[src/rtl/tsense_pkg.sv]
package tsense_pkg;
  // Strobes from the control side to the datapath, all valid for one cycle.
  typedef struct packed {
    logic capture;    // synchronized rising edge of the sensor pulse
    logic validUpd;   // synchronized pulse level changed
    logic validNext;  // synchronized pulse level
    logic firstSet;   // set the first-conversion flag
    logic firstClr;   // drop first flag and threshold alerts
    logic flagClr;    // soft clear of the valid bit
    logic evalAlerts; // compare the freshly captured code
  } ctlStrobe_t;
endpackage

[src/rtl/tsense_ctl.sv]
module tsense_ctl
  import tsense_pkg::*;
#(
  parameter int SYNC_STAGES = 2
) (
  input  logic       clk,
  input  logic       porRstN,
  input  logic       softClrN,
  input  logic       contMode,
  input  logic       sensValid,
  output ctlStrobe_t strobe
);
  localparam int LAST = SYNC_STAGES - 1;

  logic [SYNC_STAGES-1:0] syncQ;
  logic prevQ;
  logic evalQ;
  logic rise;
  logic toggle;

  generate
    if (SYNC_STAGES > 1) begin : g_chain
      always_ff @(posedge clk or negedge porRstN) begin
        if (!porRstN) syncQ <= '0;
        else          syncQ <= {syncQ[SYNC_STAGES-2:0], sensValid};
      end
    end else begin : g_single
      always_ff @(posedge clk or negedge porRstN) begin
        if (!porRstN) syncQ <= '0;
        else          syncQ <= sensValid;
      end
    end
  endgenerate

  always_ff @(posedge clk or negedge porRstN) begin
    if (!porRstN) begin
      prevQ <= 1'b0;
      evalQ <= 1'b0;
    end else begin
      prevQ <= syncQ[LAST];
      evalQ <= rise;
    end
  end

  assign rise   = syncQ[LAST] & ~prevQ;
  assign toggle = syncQ[LAST] ^ prevQ;

  always_comb begin
    strobe            = '0;
    strobe.capture    = rise;
    strobe.validUpd   = toggle;
    strobe.validNext  = syncQ[LAST];
    strobe.firstSet   = rise & contMode;
    strobe.firstClr   = ~softClrN | ~contMode;
    strobe.flagClr    = ~softClrN;
    strobe.evalAlerts = evalQ;
  end


  capture_pulse_chk: assert property (@(posedge clk) disable iff (!porRstN)
    strobe.capture |=> !strobe.capture);


  eval_follows_chk: assert property (@(posedge clk) disable iff (!porRstN)
    strobe.evalAlerts |-> !strobe.capture);
endmodule

[src/rtl/tsense_dp.sv]
module tsense_dp
  import tsense_pkg::*;
#(
  parameter int CODE_W = 10,
  parameter int VDOM_W = 4,
  parameter int WORD_W = 32,
  parameter int N_THR  = 3,
  parameter logic [N_THR-1:0] THR_BELOW = 3'b100
) (
  input  logic                          clk,
  input  logic                          porRstN,
  input  ctlStrobe_t                    strobe,
  input  logic [CODE_W-1:0]             sensCode,
  input  logic [N_THR-1:0]              thrEn,
  input  logic [N_THR-1:0][CODE_W-1:0]  thrLim,
  input  logic                          enMax,
  input  logic [CODE_W-1:0]             limMax,
  input  logic [VDOM_W-1:0]             vdomTie,
  output logic [WORD_W-1:0]             statusWord
);
  localparam int VALID_POS = CODE_W;
  localparam int FIRST_POS = CODE_W + 1;
  localparam int ALERT_POS = CODE_W + 2;
  localparam int MAX_POS   = ALERT_POS + N_THR;
  localparam int VDOM_POS  = MAX_POS + 1;

  logic [CODE_W-1:0] codeReg;
  logic              validBit;
  logic              firstFlag;
  logic [N_THR-1:0]  alertQ;
  logic [N_THR-1:0]  hitVec;
  logic              maxAlert;

  // Code: power-on reset only.
  always_ff @(posedge clk or negedge porRstN) begin
    if (!porRstN)            codeReg <= '0;
    else if (strobe.capture) codeReg <= sensCode;
  end

  // Valid copy and first-conversion flag.
  always_ff @(posedge clk or negedge porRstN) begin
    if (!porRstN) begin
      validBit  <= 1'b0;
      firstFlag <= 1'b0;
    end else begin
      if (strobe.flagClr)       validBit <= 1'b0;
      else if (strobe.validUpd) validBit <= strobe.validNext;

      if (strobe.firstClr)      firstFlag <= 1'b0;
      else if (strobe.firstSet) firstFlag <= 1'b1;
    end
  end

  // One comparator per threshold; direction chosen by parameter.
  generate
    for (genvar i = 0; i < N_THR; i++) begin : g_thr
      if (THR_BELOW[i]) begin : g_lo
        assign hitVec[i] = codeReg < thrLim[i];
      end else begin : g_hi
        assign hitVec[i] = codeReg > thrLim[i];
      end


      thr_en_chk: assert property (@(posedge clk) disable iff (!porRstN)
        !thrEn[i] |=> !alertQ[i]);
    end
  endgenerate

  always_ff @(posedge clk or negedge porRstN) begin
    if (!porRstN) begin
      alertQ <= '0;
    end else begin
      for (int i = 0; i < N_THR; i++) begin
        if (strobe.firstClr || !thrEn[i]) alertQ[i] <= 1'b0;
        else if (strobe.evalAlerts)       alertQ[i] <= hitVec[i];
      end
    end
  end

  // Max alert: tracks the current code, no soft clear.
  always_ff @(posedge clk or negedge porRstN) begin
    if (!porRstN) maxAlert <= 1'b0;
    else          maxAlert <= enMax && (codeReg > limMax);
  end

  always_comb begin
    statusWord                              = '0;
    statusWord[CODE_W-1:0]                  = codeReg;
    statusWord[VALID_POS]                   = validBit;
    statusWord[FIRST_POS]                   = firstFlag;
    statusWord[ALERT_POS +: N_THR]          = alertQ;
    statusWord[MAX_POS]                     = maxAlert;
    statusWord[VDOM_POS +: VDOM_W]          = vdomTie;
  end


  code_hold_chk: assert property (@(posedge clk) disable iff (!porRstN)
    !strobe.capture |=> $stable(codeReg));


  flag_clr_chk: assert property (@(posedge clk) disable iff (!porRstN)
    strobe.flagClr |=> (!validBit && !firstFlag && alertQ == '0));


  first_clr_chk: assert property (@(posedge clk) disable iff (!porRstN)
    strobe.firstClr |=> !firstFlag);


  first_set_chk: assert property (@(posedge clk) disable iff (!porRstN)
    (strobe.firstSet && !strobe.firstClr) |=> firstFlag);


  alerts_off_chk: assert property (@(posedge clk) disable iff (!porRstN)
    strobe.firstClr |=> (alertQ == '0));


  max_en_chk: assert property (@(posedge clk) disable iff (!porRstN)
    !enMax |=> !maxAlert);
endmodule

[src/rtl/tsense_stat_capture.sv]
module tsense_stat_capture
  import tsense_pkg::*;
#(
  parameter int CODE_W      = 10,
  parameter int VDOM_W      = 4,
  parameter int WORD_W      = 32,
  parameter int SYNC_STAGES = 2
) (
  input  logic              clk,
  input  logic              porRstN,
  input  logic              softClrN,
  input  logic              contMode,
  input  logic              sensValid,
  input  logic [CODE_W-1:0] sensCode,
  input  logic              enHigh1,
  input  logic              enHigh2,
  input  logic              enLow,
  input  logic              enMax,
  input  logic [CODE_W-1:0] limHigh1,
  input  logic [CODE_W-1:0] limHigh2,
  input  logic [CODE_W-1:0] limLow,
  input  logic [CODE_W-1:0] limMax,
  input  logic [VDOM_W-1:0] vdomTie,
  output logic [WORD_W-1:0] statusWord
);
  localparam int N_THR = 3;
  // Threshold order sets the alert bit order: high1, high2, low.
  localparam logic [N_THR-1:0] THR_BELOW = 3'b100;

  ctlStrobe_t                   strobe;
  logic [N_THR-1:0]             thrEn;
  logic [N_THR-1:0][CODE_W-1:0] thrLim;

  assign thrEn  = {enLow, enHigh2, enHigh1};
  assign thrLim = {limLow, limHigh2, limHigh1};

  tsense_ctl #(
    .SYNC_STAGES(SYNC_STAGES)
  ) u_ctl (
    .clk       (clk),
    .porRstN   (porRstN),
    .softClrN  (softClrN),
    .contMode  (contMode),
    .sensValid (sensValid),
    .strobe    (strobe)
  );

  tsense_dp #(
    .CODE_W    (CODE_W),
    .VDOM_W    (VDOM_W),
    .WORD_W    (WORD_W),
    .N_THR     (N_THR),
    .THR_BELOW (THR_BELOW)
  ) u_dp (
    .clk        (clk),
    .porRstN    (porRstN),
    .strobe     (strobe),
    .sensCode   (sensCode),
    .thrEn      (thrEn),
    .thrLim     (thrLim),
    .enMax      (enMax),
    .limMax     (limMax),
    .vdomTie    (vdomTie),
    .statusWord (statusWord)
  );
endmodule

[config.mk]
export PLATFORM = sky130hd
export DESIGN_NAME = tsense_stat_capture
export DESIGN_NICKNAME = d
export VERILOG_FILES = /design/src/rtl/tsense_pkg.sv /design/src/rtl/tsense_ctl.sv /design/src/rtl/tsense_dp.sv /design/src/rtl/tsense_stat_capture.sv
export SDC_FILE = /design/constraint.sdc
export NUM_CORES = 1
export LEC_CHECK = 0
export BUFFER_PORTS_ARGS = -buffer_cell sky130_fd_sc_hd__clkbuf_2
export CORE_AREA = 4 4 72 74
export DETAILED_ROUTE_END_ITERATION = 10
export DIE_AREA = 0 0 76 78
export GPL_TIMING_DRIVEN = 0
export HOLD_SLACK_MARGIN = 0.1
export PLACE_DENSITY = 0.73
export SYNTH_ARGS = -nofsm -noshare
export SYNTH_HDL_FRONTEND = slang
export SYNTH_SLANG_ARGS = --single-unit
export TNS_END_PERCENT = 50
[constraint.sdc]
create_clock -name clk -period 1.4 [get_ports clk]
set_input_delay 0.28 -clock clk [delete_from_list [all_inputs] [get_ports clk]]
set_output_delay 0.28 -clock clk [all_outputs]
set_load 0.03 [all_outputs]
==> results_dict.tcl <==
set metrics [dict create \
    ios 95 \
    synth_flop_cell "dfrtp_1" \
    cap_violations 0 \
    required_ps 1610 \
    syn_avg_cell_area_um2 9.30 \
    netlist_top_cells_count "inv_1, ha_1, dfrtp_1" \
    power_density_nw_per_um2 868 \
    ys_warn_count 0 \
    portBuffers 78 \
    synth_edf_count 0 \
    run_status "finished, violations left" \
    yosysMostFrequentCell "inv_1" \
    hpwl_um 3850 \
    grt.total_usage 0.157 \
    setup_viol 4 \
    worst_slew_pin_slew_ps 533 \
    numCtsBuffers 3 \
    crit_type "flop to flop" \
    cts_tree "built" \
    drt_iter0_markers 12 \
    final_nets 399 \
    finalCriticalPeriod_ps 1480 \
    leakage_nw 1.47 \
    path_max_fanout 6 \
    syn_inst 197 \
    synth_top_area_cell "dfrtp_1" \
    dp_cells 340 \
    die_w_um 76 \
    synth_cell_types 32 \
    failed_checks "setup timing" \
    routed-via-count 1626 \
    cts.htree.levels 1 \
    wirelength_um 4590 \
    gr-max-usage-layer "met2" \
    finalNonFillerCells 349 \
    area_growth_pct 42.4 \
    ir_drop_mv 0.617 \
    diodes 0 \
    via_per_inst 4.66 \
    use_met1 0.186 \
    start_util 0.398 \
    post-route-drc-count 0 \
    core_area_um2 4600 \
    start_kind "flop" \
    hold_viol 0 \
    whs_ps 118 \
    async_reset_ff_frac 1.00 \
    clock_sinks 20 \
    detail-route-antenna-nets 0 \
    maxSlewViolCount 0 \
    gp_congestion 0.801 \
    use_met3 0.0452 \
    drive_above_1_share 0.444 \
    antenna_found_initial 0 \
    clkTransAtPathRegs_ps 80 \
    drtPass1Iterations 3 \
    hold_class "primary input to flop" \
    use_met2 0.284 \
    setup_slack_ps -83.0 \
    relSlewSlack 0.645 \
    arrival_ps 1690 \
    grt_pass1_wl_um 7560 \
    post-route-period-util 1.06 \
    fin_skew_ps 8.79 \
    overflow 0 \
    rows 25 \
    synth_area_um2 1830 \
    grt_max_degree 21 \
    fmax_mhz 674 \
    grt_pass1_vias 1631 \
    synth_top_area_share 0.273 \
    fp.dieH_um 78 \
    cts_buffer_depth 2 \
    routedWlPerCell_um 13.2 \
    rsz0062_at_grt "true" \
    clk_latency_ps 260 \
    synth-seq-cells 20 \
    die-area_um2 5930 \
    cp-end-kind "flop" \
    root_buffer "clkbuf_8" \
    yosysSeqAreaShare 0.273 \
    yosys-top-cells-area "dfrtp_1, ha_1, inv_1" \
]
[final timing paths]
check	start	end	slack, ps	depth (start not counted)
max	u_dp.codeReg[5]	u_dp.alertQ[0]	-80	4
min	sensValid	u_ctl.syncQ[0]	120	1
max reg2reg	u_dp.codeReg[5]	u_dp.alertQ[0]	-80	4
min reg2reg	u_ctl.syncQ[0]	u_ctl.syncQ[1]	350	0
max in group asynchronous	porRstN	u_dp.codeReg[1]	480	2
min in group asynchronous	porRstN	u_dp.validBit	530	2
[registers in the layout (all words and copies together), names as in the netlist]
| register | cells |
|---|---|
| u_dp.firstFlag | 1 |
| u_ctl.prevQ | 1 |
| u_dp.validBit | 1 |
| u_dp.alertQ | 3 |
| u_ctl.syncQ | 2 |
| u_ctl.evalQ | 1 |
| u_dp.maxAlert | 1 |
| u_dp.codeReg | 10 |
[cell type report]
type,instances,area (um^2)
plain buffers,20,154
clock buffers,3,41.3
clock inverters,1,30.0
fillers,437,1990
inverters,43,161
multi-input cells,125,1210
flip-flops and latches,20,510
well taps,54,67.6
repair buffers,83,430
[layout by cell type (no fill, tap or decap), types with 3 or more instances in the layout]
| cell type | netlist | layout |
|---|---|---|
| inv_1 | 43 | 42 |
| dfrtp_2 | 0 | 8 |
| clkbuf_2 | 0 | 78 |
| buf_4 | 19 | 23 |
| nor2_1 | 5 | 5 |
| ha_1 | 40 | 30 |
| o21ai_0 | 3 | 3 |
| nand3_1 | 5 | 5 |
| a21oi_1 | 11 | 11 |
| nand4_1 | 6 | 6 |
| a21o_1 | 4 | 4 |
| clkbuf_8 | 0 | 3 |
| ha_4 | 0 | 10 |
| mux2_1 | 9 | 9 |
| o2111ai_1 | 3 | 3 |
| conb_1 | 1 | 12 |
| dfrtp_1 | 20 | 12 |
[routing by layer]
layer | share of wire | wire length [um]
met2 | 0.51 | 2350
met5 | 0 | 0
met4 | 0.0033 | 15
met1 | 0.42 | 1930
met3 | 0.065 | 299
[worst max-delay path, stage by stage, from the launching register on]
cell	delay [ps]
dfrtp_2	490
ha_1	340
nand4_1	160
o311ai_2	290
o31a_1	160
[cell families (layout without fill, tap and decap cells)]
family | after synthesis | after routing | share of synthesized area
other | 1 | 12 | 0.00205
AND/OR/NAND/NOR | 25 | 25 | 0.0731
buffers and inverters | 63 | 150 | 0.169
adder cells (fa/ha/maj) | 40 | 40 | 0.273
flip-flops | 20 | 20 | 0.273
AO/OA/AOI/OAI | 38 | 38 | 0.149
multiplexers | 10 | 10 | 0.0608
[repair_timing]
action | 4_1_cts | 5_1_grt
hold buffers | 1 | 0
setup buffers | 2 | 2
endpoints found under the setup margin | 11 | 10
pin swaps | 10 | 5
resized for setup | 7 | 5
hold endpoints to repair | 20 | 0
gates cloned | 0 | 0
[power by group]
part	switching, mW	internal, mW	leakage (nW)	total [mW]
sequential	0.107	0.640	0.239	0.747
clock	0.200	0.382	0.0357	0.582
combinational	0.496	0.439	1.20	0.935
total	0.803	1.46	1.47	2.26
[per-stage QoR]
stage | setup WS, ps | util | instance area (um^2) | TNS, ps | power (mW)
final | -83.0 | 0.567 | 2610 | -275 | 2.26
after CTS | -86.9 | 0.558 | 2570 | -302 | 2.27
after global placement | -95.1 | 0.524 | 2410 | -300 | 1.58
after floorplan | -56.9 | - | 1950 | -192 | 1.33
after detailed placement | -105 | 0.524 | 2410 | -334 | 1.61
after global routing | -167 | 0.567 | 2610 | -574 | 2.46
Power figures use the tool's default switching activity.
